--- config.mk ---
export PLATFORM = sky130hd
export DESIGN_NAME = mv_elim_unit
export DESIGN_NICKNAME = d
export VERILOG_FILES = /design/src/rtl/mv_pkg.sv /design/src/rtl/mv_decide.sv /design/src/rtl/mv_bank_ctr.sv /design/src/rtl/mv_reg_state.sv /design/src/rtl/mv_elim_unit.sv
export SDC_FILE = /design/constraint.sdc
export NUM_CORES = 1
export LEC_CHECK = 0
export ABC_AREA = 0
export BUFFER_PORTS_ARGS = -buffer_cell sky130_fd_sc_hd__buf_2
export CORE_MARGIN = 2
export CORE_UTILIZATION = 50
export DETAILED_ROUTE_END_ITERATION = 10
export GPL_TIMING_DRIVEN = 0
export HOLD_SLACK_MARGIN = 0.02
export PLACE_DENSITY = 0.74
export SLEW_MARGIN = 40
export SYNTH_ARGS = -nofsm -noshare
export SYNTH_HDL_FRONTEND = slang
export SYNTH_HIERARCHICAL = 1
export SYNTH_SLANG_ARGS = --single-unit
export TNS_END_PERCENT = 100
--- constraint.sdc ---
create_clock -name clk -period 3.8 [get_ports clk]
set_input_delay 0.19 -clock clk [delete_from_list [all_inputs] [get_ports clk]]
set_output_delay 0.19 -clock clk [all_outputs]
set_load 0.03 [all_outputs]
--- src/rtl/mv_pkg.sv ---
package mv_pkg;

    // Why a move request was not granted; RJ_NONE means granted.
    typedef enum logic [2:0] {
        RJ_IDLE,
        RJ_BADREG,
        RJ_BANK,
        RJ_NARROW,
        RJ_CAP,
        RJ_NOTZERO,
        RJ_NONE
    } reject_e;

    // Result of the elimination decision for one move.
    typedef struct packed {
        logic    grant;
        logic    zero;
        logic    rec_alias;
        reject_e why;
    } decision_t;

    function automatic int bank_of(int r, int rpb);
        return r / rpb;
    endfunction

    function automatic bit is_narrow(int r, int rpb);
        return (r % rpb) == (rpb - 1);
    endfunction

endpackage

--- src/rtl/mv_decide.sv ---
module mv_decide
    import mv_pkg::*;
#(
    parameter int NUM_REGS  = 16,
    parameter int NUM_BANKS = 2,
    parameter int CNT_W     = 3,
    parameter int REG_W     = $clog2(NUM_REGS),
    parameter int BANK_W    = (NUM_BANKS > 1) ? $clog2(NUM_BANKS) : 1,
    parameter logic [NUM_BANKS-1:0][CNT_W-1:0] BANK_MAX = {3'd0, 3'd2},
    parameter logic [NUM_BANKS-1:0] ZERO_ONLY    = 2'b10,
    parameter logic [NUM_BANKS-1:0] WIDE_MOVE_OK = 2'b01
) (
    input  logic                                mv_req,
    input  logic [REG_W-1:0]                    mv_src,
    input  logic [REG_W-1:0]                    mv_dst,
    input  logic                                mv_clr_full,
    input  logic                                cyc_start,
    input  logic [NUM_BANKS-1:0][CNT_W-1:0]     cnt_q,
    input  logic [NUM_REGS-1:0]                 zero_q,
    input  logic [NUM_REGS-1:0][REG_W-1:0]      alias_q,
    output decision_t                           dec,
    output logic [BANK_W-1:0]                   dec_bank,
    output logic [REG_W-1:0]                    dec_alias
);
    localparam int RPB = NUM_REGS / NUM_BANKS;

    logic [BANK_W-1:0] s_bank, d_bank;
    logic [CNT_W-1:0]  used;
    logic [REG_W-1:0]  tgt;
    logic              d_narrow;
    logic              cap_hit;
    reject_e           why;

    always_comb begin
        s_bank   = BANK_W'(bank_of(int'(mv_src), RPB));
        d_bank   = BANK_W'(bank_of(int'(mv_dst), RPB));
        d_narrow = is_narrow(int'(mv_dst), RPB);
        used     = cyc_start ? '0 : cnt_q[s_bank];
        cap_hit  = (BANK_MAX[s_bank] != '0) && (used >= BANK_MAX[s_bank]);

        if (!mv_req)
            why = RJ_IDLE;
        else if (mv_src == '0 || mv_dst == '0)
            why = RJ_BADREG;
        else if (s_bank != d_bank)
            why = RJ_BANK;
        else if (d_narrow && !(WIDE_MOVE_OK[d_bank] && mv_clr_full))
            why = RJ_NARROW;
        else if (cap_hit)
            why = RJ_CAP;
        else if (ZERO_ONLY[s_bank] && !zero_q[mv_src])
            why = RJ_NOTZERO;
        else
            why = RJ_NONE;

        // Rename target of the source, then one alias hop.
        tgt = is_narrow(int'(mv_src), RPB) ? mv_src - 1'b1 : mv_src;
        dec_alias = (alias_q[tgt] != '0) ? alias_q[tgt] : tgt;

        dec.why       = why;
        dec.grant     = (why == RJ_NONE);
        dec.zero      = dec.grant && zero_q[mv_src];
        dec.rec_alias = dec.grant && (dec_alias != mv_dst);
        dec_bank      = s_bank;
    end

endmodule

--- src/rtl/mv_bank_ctr.sv ---
module mv_bank_ctr #(
    parameter int NUM_BANKS = 2,
    parameter int CNT_W     = 3,
    parameter int BANK_W    = (NUM_BANKS > 1) ? $clog2(NUM_BANKS) : 1
) (
    input  logic                            clk,
    input  logic                            rst,
    input  logic                            cyc_start,
    input  logic                            inc,
    input  logic [BANK_W-1:0]               inc_bank,
    output logic [NUM_BANKS-1:0][CNT_W-1:0] cnt_q
);
    for (genvar b = 0; b < NUM_BANKS; b++) begin : g_bank
        logic [CNT_W-1:0] base;
        assign base = cyc_start ? '0 : cnt_q[b];

        always_ff @(posedge clk) begin
            if (rst)
                cnt_q[b] <= '0;
            else if (inc && inc_bank == BANK_W'(b))
                cnt_q[b] <= (base == '1) ? base : base + 1'b1;
            else if (cyc_start)
                cnt_q[b] <= '0;
        end
    end

endmodule

--- src/rtl/mv_reg_state.sv ---
module mv_reg_state #(
    parameter int NUM_REGS = 16,
    parameter int REG_W    = $clog2(NUM_REGS)
) (
    input  logic                           clk,
    input  logic                           rst,
    input  logic                           el_grant,
    input  logic                           el_rec_alias,
    input  logic [REG_W-1:0]               el_dst,
    input  logic [REG_W-1:0]               el_alias,
    input  logic                           el_zero,
    input  logic                           wr_valid,
    input  logic [REG_W-1:0]               wr_reg,
    input  logic                           wr_zero,
    output logic [NUM_REGS-1:0][REG_W-1:0] alias_q,
    output logic [NUM_REGS-1:0]            zero_q
);
    for (genvar r = 0; r < NUM_REGS; r++) begin : g_reg
        if (r == 0) begin : g_invalid
            assign alias_q[r] = '0;
            assign zero_q[r]  = 1'b0;
        end else begin : g_live
            logic hit_wr, hit_el;
            assign hit_wr = wr_valid && (wr_reg == REG_W'(r));
            assign hit_el = el_grant && (el_dst == REG_W'(r));

            always_ff @(posedge clk) begin
                if (rst) begin
                    alias_q[r] <= '0;
                    zero_q[r]  <= 1'b0;
                end else if (hit_wr) begin
                    alias_q[r] <= '0;
                    zero_q[r]  <= wr_zero;
                end else if (hit_el) begin
                    zero_q[r] <= el_zero;
                    if (el_rec_alias)
                        alias_q[r] <= el_alias;
                end
            end
        end
    end

endmodule

--- src/rtl/mv_elim_unit.sv ---
module mv_elim_unit
    import mv_pkg::*;
#(
    parameter int NUM_REGS  = 16,
    parameter int NUM_BANKS = 2,
    parameter int CNT_W     = 3,
    parameter int REG_W     = $clog2(NUM_REGS),
    parameter logic [NUM_BANKS-1:0][CNT_W-1:0] BANK_MAX = {3'd0, 3'd2},
    parameter logic [NUM_BANKS-1:0] ZERO_ONLY    = 2'b10,
    parameter logic [NUM_BANKS-1:0] WIDE_MOVE_OK = 2'b01
) (
    input  logic             clk,
    input  logic             rst,
    input  logic             cyc_start,
    input  logic             mv_req,
    input  logic [REG_W-1:0] mv_src,
    input  logic [REG_W-1:0] mv_dst,
    input  logic             mv_clr_full,
    input  logic             wr_valid,
    input  logic [REG_W-1:0] wr_reg,
    input  logic             wr_zero,
    input  logic [REG_W-1:0] rd_reg,
    output logic             mv_elim,
    output logic             mv_zero,
    output logic [REG_W-1:0] rd_alias,
    output logic             rd_zero
);
    localparam int BANK_W = (NUM_BANKS > 1) ? $clog2(NUM_BANKS) : 1;

    logic [NUM_BANKS-1:0][CNT_W-1:0] cnt_q;
    logic [NUM_REGS-1:0]             zero_q;
    logic [NUM_REGS-1:0][REG_W-1:0]  alias_q;
    decision_t                       dec;
    logic [BANK_W-1:0]               dec_bank;
    logic [REG_W-1:0]                dec_alias;

    mv_decide #(
        .NUM_REGS(NUM_REGS), .NUM_BANKS(NUM_BANKS), .CNT_W(CNT_W),
        .REG_W(REG_W), .BANK_W(BANK_W), .BANK_MAX(BANK_MAX),
        .ZERO_ONLY(ZERO_ONLY), .WIDE_MOVE_OK(WIDE_MOVE_OK)
    ) u_decide (
        .mv_req(mv_req), .mv_src(mv_src), .mv_dst(mv_dst),
        .mv_clr_full(mv_clr_full), .cyc_start(cyc_start),
        .cnt_q(cnt_q), .zero_q(zero_q), .alias_q(alias_q),
        .dec(dec), .dec_bank(dec_bank), .dec_alias(dec_alias)
    );

    mv_bank_ctr #(
        .NUM_BANKS(NUM_BANKS), .CNT_W(CNT_W), .BANK_W(BANK_W)
    ) u_ctr (
        .clk(clk), .rst(rst), .cyc_start(cyc_start),
        .inc(dec.grant), .inc_bank(dec_bank), .cnt_q(cnt_q)
    );

    mv_reg_state #(
        .NUM_REGS(NUM_REGS), .REG_W(REG_W)
    ) u_state (
        .clk(clk), .rst(rst),
        .el_grant(dec.grant), .el_rec_alias(dec.rec_alias),
        .el_dst(mv_dst), .el_alias(dec_alias), .el_zero(dec.zero),
        .wr_valid(wr_valid), .wr_reg(wr_reg), .wr_zero(wr_zero),
        .alias_q(alias_q), .zero_q(zero_q)
    );

    assign mv_elim  = dec.grant;
    assign mv_zero  = dec.zero;
    assign rd_alias = (alias_q[rd_reg] != '0) ? alias_q[rd_reg] : rd_reg;
    assign rd_zero  = zero_q[rd_reg];

endmodule

==> run metrics, run 1 <==
min-delay src=rst; antenna fix cells=0; startpoint types=input port; Design Power=2.20 mW; sequential fraction of design power=39.0%; Post-CTS Hold Buffers=0; DRC=2; Layout Skew=0.00689 ns; internal power=1.55 mW; Final Max Slew Viols=0; DR vias/cell=7.01; initial antenna violation count=0; Via Count=6467; Final ANT Viol Nets=0; Max-slew headroom=46.8%; All-Layer GR Usage=32.5%; NetSw=650 uW; Worst-path clk slew=0.06 ns; pre-CTS WS=-1.06 ns; final instance area=6830 um2; Starting Density=51.7%; final setup fails=0; Ports=30; maximum clock path buffer count=2; mean post-synth cell area=8.23 um2; WHS Endpoint=u_ctr/cnt_q[4]$_SDFF_PP0_; DR pass1 iterations=9; share of layout cells above drive strength 1=21.2%; failing checks=design-rule violations; critical path required time=4.02 ns; WS Path Type=input port to flip-flop; global-route wire length before repair=32.2 mm; CP max FO=10; Hold Vio Cnt, Final=0; crit end category=flip-flop; CTS tree=built; Layout area overhead=14.6%; die height=113 um; nets=803; Peak VDD IR=0.264 mV; CP arrival=3.92 ns; Clock power frac=38.7%; Logic pwr share=22.4%; total CTS buffers=9; Worst R2R Start=u_state/alias_q[29]$_SDFFE_PP0P_; WL final=20.9 mm; Max Fclk=270 MHz; H-tree levels=3; Die W=113 um; cell area after synthesis=5960 um2; Ys Warns=6; status=finished, violations left; Sw Share=29.6%; IO buf count=26; Syn Inst Count=724; Post-DP Area=6340 um2; area of the core=11500 um2; PD cells=322 nW/um2; reg2reg setup slack=0.34 ns; fin crit period=3.71 ns; Reg2Reg Depth=12; Final Cycle Share=97.5%; Non-Filler Instances=923; Least-Margin Pin Slew=0.796 ns; hold depth=2; post-detail-place hpwl=15.4 mm; root buffer cell=clkbuf_16; first-iteration detailed-routing DRC count=1031; Max-Cap Viols=0; PnR worst setup slack=0.0942 ns; Tightest Hold Check Type=input port to flip-flop; standard-cell rows=39; Skew-Pair Late Insertion Delay=0.34 ns; Routability Congestion=0.994; Die ar.=12800 um2; RR Endpoint=u_state/alias_q[48]$_SDFFE_PP0P_; RSZ-0062 raised after global routing=no; remaining global-route overflow=0; Wirelength per Cell=22.7 um; Lkg Pwr=2.36 nW; CTS Sinks=81; placed cells=897; vias in the first global route=5837; largest net degree at the start of global routing=17
layer usage:
layer / GRT usage [%] / share of wire, % / up-vias
met2: 51.7 / 46 / 417
met5: 0 / 0 / -
met1: 43.4 / 40 / 3087
li1: - / - / 2904
met4: 15.2 / 3.8 / 0
met3: 4.93 / 10 / 59
placed cells by master (no fill, tap or decap), drive strengths merged, types with 3 or more instances in the layout:
| cell type | instances |
|---|---|
| or2 | 4 |
| nor3 | 8 |
| a2111oi | 3 |
| conb | 5 |
| inv | 9 |
| and2 | 4 |
| clkbuf | 32 |
| xor2 | 4 |
| clkinvlp | 3 |
| buf | 88 |
| and4 | 5 |
| nor2b | 5 |
| a21boi | 3 |
| a211oi | 10 |
| mux2 | 3 |
| nor4 | 4 |
| dfxtp | 81 |
| o41ai | 7 |
| mux4 | 20 |
| a21oi | 96 |
| a221oi | 8 |
| nor2 | 13 |
| mux2i | 34 |
| nand4b | 3 |
| and4b | 6 |
| a31oi | 7 |
| nand3 | 85 |
| o31ai | 15 |
| nand2b | 8 |
| a2bb2oi | 14 |
| nand2 | 27 |
| ha | 3 |
| a211o | 5 |
| nand3b | 7 |
| or3b | 4 |
| o21ai | 105 |
final cells by class:
type / instances / area, um2
plain buffers: 66 / 399
inverters: 11 / 48.8
fillers: 1042 / 4690
clock buffers: 11 / 243
repair buffers: 43 / 270
flip-flops and latches: 81 / 1620
clock inverters: 3 / 42.5
well taps: 143 / 179
multi-input cells: 565 / 4030
what timing repair did:
action | 4_1_cts | 5_1_grt
endpoints found under the setup margin | 60 | 60
pin swaps | 8 | 13
setup buffers | 10 | 7
gates resized for setup | 15 | 22
cloned | 0 | 0
sequential cells by signal, indices dropped and copies added (netlist names):
signal / cells
u_state/alias_q: 60
u_ctr/cnt_q: 6
u_state/zero_q: 15
how the worst max path moves through the flow:
| stage | from | to | slack, ns | depth (start not counted) |
|---|---|---|---|---|
| 2_1_floorplan | mv_src[1] | u_state/alias_q[60]$_SDFFE_PP0P_ | 0.04 | 16 |
| 3_3_place_gp | mv_src[1] | u_state/alias_q[50]$_SDFFE_PP0P_ | -1.14 | 16 |
| 3_5_place_dp | mv_src[1] | u_state/alias_q[16]$_SDFFE_PP0P_ | -1.06 | 16 |
| 4_1_cts | mv_src[1] | u_state/alias_q[8]$_SDFFE_PP0P_ | 0.005 | 16 |
| 5_1_grt | mv_src[1] | u_state/alias_q[48]$_SDFFE_PP0P_ | 0.004 | 18 |
| 6_report | mv_src[1] | u_state/alias_q[48]$_SDFFE_PP0P_ | 0.09 | 18 |
power groups by stage:
stage	combinational [mW]	sequential, mW	clock [mW]
3_5_place_dp	0.438	0.876	0
2_1_floorplan	0.305	0.875	0
5_1_grt	0.516	0.858	0.895
3_3_place_gp	0.428	0.876	0
4_1_cts	0.461	0.858	0.857
6_report	0.492	0.858	0.851
per-stage QoR:
| stage | setup TNS, ns | hold slack (ns) | util (%) |
|---|---|---|---|
| after detailed placement | -59.07 | 0.470 | 55.0 |
| final | 0 | 0.121 | 59.3 |
| after CTS | 0 | 0.113 | 58.5 |
| after global routing | 0 | 0.130 | 59.3 |
| after floorplan | 0 | 0.261 | - |
| after global placement | -64.68 | 0.453 | 54.9 |
worst max-delay path, cell delays in order:
cell        delay (ns)
buf_6             0.12
buf_8             0.11
clkinvlp_4        0.11
ha_4              0.32
buf_4             0.21
nand3b_1          0.12
a21oi_2           0.23
nand3_1           0.11
and4_4            0.22
a211o_1           0.37
o41ai_4           0.43
xor2_1            0.18
o41a_1            0.29
nand4b_1          0.27
buf_4             0.25
buf_4             0.14
o21ai_0           0.15
a21oi_1           0.08
Power figures use the tool's default switching activity.
==> run 2: changes to the inputs <==
CORE_MARGIN = 1   (was 2)
==> run 2 against run 1 <==
- non-clock buffer count up 2
- the run still ends with design-rule violations left
- sequential share of layout area down 0.16 points
- clock power up 6.6%
- global-route usage up 1.8 points
- largest cell class unchanged
==> run metrics, run 2 (synthesized netlist as in run 1, its figures left out) <==
status=finished, violations left; failing checks=design-rule violations; Routability Congestion=0.985; DR vias/cell=7.11; worst setup path endpoint=u_state/alias_q[53]$_SDFFE_PP0P_; antenna fix cells=0; critical path's largest stage delay=0.54 ns; Die ar.=12400 um2; final setup fails=0; most frequent cells in the layout=o21ai_0, a21oi_1, nand3_1; internal power=1.58 mW; Reg2Reg Depth=12; IO buf count=26; Post-DP Area=6340 um2; Tightest Hold Check Type=input port to flip-flop; Ports=30; post-detail-place hpwl=15.3 mm; Hold WS=0.119 ns; Cell Chain, Critical Path=buf_4, buf_12, inv_4, ha_4, or3b_4, a21oi_2, and3_4, a211oi_2, a221o_1, buf_4, o41ai_4, xor2_1, o41a_1, and4b_2, buf_6, nand3_1, a21oi_1; DRC=4; fin crit period=3.78 ns; commonest non-fill, non-tap cell in the layout=o21ai_0; hold depth=2; critical path required time=3.99 ns; root buffer cell=clkbuf_16; global-route wire length before repair=33.1 mm; standard-cell rows=39; NetSw=677 uW; CP max FO=10; CTS Sinks=81; sequential fraction of design power=38.1%; Max Fclk=265 MHz; remaining global-route overflow=0; crit-path most repeated cell=buf_4; register area=1620 um2; largest net degree at the start of global routing=15; critical path startpoint=mv_src[1]; WL final=21.1 mm; RR Endpoint=u_state/alias_q[53]$_SDFFE_PP0P_; Via Count=6590; initial antenna violation count=0; Worst-path clk slew=0.06 ns; total CTS buffers=9; Least-Margin Pin Slew=0.831 ns; CP arrival=3.97 ns; Lkg Pwr=2.40 nW; area of the core=11500 um2; Hold Vio Cnt, Final=0; Logic pwr share=21.6%; Top reg by flops=u_state/alias_q; Fillers=1020; Die W=111 um; Max-slew headroom=44.5%; top flop regs=u_state/alias_q (60), u_state/zero_q (15), u_ctr/cnt_q (6); Clock power frac=40.3%; vias in the first global route=6164; reg2reg setup slack=0.33 ns; CTS tree=built; H-tree levels=3; DR pass1 iterations=10; Max-Cap Viols=0; WS Path Type=input port to flip-flop; Final ANT Viol Nets=0; Sw Share=30.1%; Layout area overhead=15.4%; multi-input logic area=4010 um2; die height=111 um; final instance area=6880 um2; Starting Density=51.7%; All-Layer GR Usage=34.3%; share of layout cells above drive strength 1=21.8%; first-iteration detailed-routing DRC count=996; Wirelength per Cell=22.8 um; Post-CTS Hold Buffers=0; Layout Skew=0.00589 ns; maximum clock path buffer count=2; RSZ-0062 raised after global routing=no; nets=805; Final Max Slew Viols=0; Peak VDD IR=0.227 mV; PD cells=328 nW/um2; crit end category=flip-flop; Largest register FFs=60; startpoint types=input port; Crit-path slowest cell=o41a_1; Skew-Pair Late Insertion Delay=0.34 ns; Worst R2R Start=u_state/alias_q[29]$_SDFFE_PP0P_; Final Cycle Share=99.4%
## run 2: changes by cell type in the layout (fill, tap and decap cells not counted), moves of 2 or more
cell,previous run,this run
and4_2,2,0
and4_4,1,3
buf_2,44,46
buf_6,9,11
clkbuf_1,19,17
clkinv_4,0,3
## run 2: final cells by class
| type | instances | share of cell area [%] |
|---|---|---|
| Timing Repair Buffer | 43 | 3.88 |
| Buffer | 68 | 6.28 |
| Clock buffer | 11 | 3.68 |
| Inverter | 11 | 0.692 |
| Tap cell | 143 | 2.60 |
| Multi-Input combinational cell | 565 | 58.4 |
| Clock inverter | 5 | 0.928 |
| Sequential cell | 81 | 23.6 |
## run 2: worst min-delay path by stage
stage | from | end | slack [ns]
floorplan | cyc_start | u_ctr/cnt_q[4]$_SDFF_PP0_ | 0.26
global placement | cyc_start | u_ctr/cnt_q[4]$_SDFF_PP0_ | 0.45
detailed placement | cyc_start | u_ctr/cnt_q[4]$_SDFF_PP0_ | 0.47
CTS | cyc_start | u_ctr/cnt_q[4]$_SDFF_PP0_ | 0.11
global route | rst | u_ctr/cnt_q[1]$_SDFF_PP0_ | 0.13
finish | cyc_start | u_ctr/cnt_q[4]$_SDFF_PP0_ | 0.12
## run 2: power by group through the flow
stage	combinational [mW]	clock, mW	sequential, mW
after global routing	0.513	0.945	0.858
after global placement	0.427	0	0.876
after CTS	0.463	0.908	0.857
after detailed placement	0.438	0	0.876
after floorplan	0.305	0	0.875
final	0.488	0.907	0.858
## run 2: stage by stage
stage | TNS [ns] | cells | util (%) | total power, mW | setup WS (ns)
floorplan | 0 | 728 | - | 1.18 | 0.0426
global placement | -64.37 | 897 | 54.9 | 1.30 | -1.13
detailed placement | -60.13 | 897 | 55.0 | 1.31 | -1.10
CTS | 0 | 919 | 58.7 | 2.23 | 0.00235
global route | 0 | 927 | 59.7 | 2.32 | 0.00597
finish | 0 | 927 | 59.7 | 2.25 | 0.0236
## run 2: timing repair
action / CTS / global route
pin swaps: 10 / 15
gates resized for setup: 20 / 24
gates cloned: 0 / 0
buffers inserted: 7 / 10
endpoints found under the setup margin: 60 / 60
endpoints found under the hold margin: 0 / 0
## run 2: worst max-delay path: cells and delay by family
family / cells / cell delay [ns]
AOI/OAI and AO/OA: 6 / 1.67
adders and majority gates: 1 / 0.22
and+or+nand+nor: 4 / 1.05
buffers and inverters: 5 / 0.72
xor gates and xnor gates: 1 / 0.12
## run 2: per-layer routing
| layer | share of wire (%) | wire length (um) | up-vias | track usage (%) |
|---|---|---|---|---|
| met5 | 0 | 0 | - | 0 |
| met4 | 4.4 | 919 | 0 | 17.7 |
| met3 | 11 | 2270 | 79 | 5.74 |
| met2 | 46 | 9750 | 504 | 54.6 |
| met1 | 39 | 8150 | 3096 | 44.7 |
| li1 | - | - | 2911 | - |
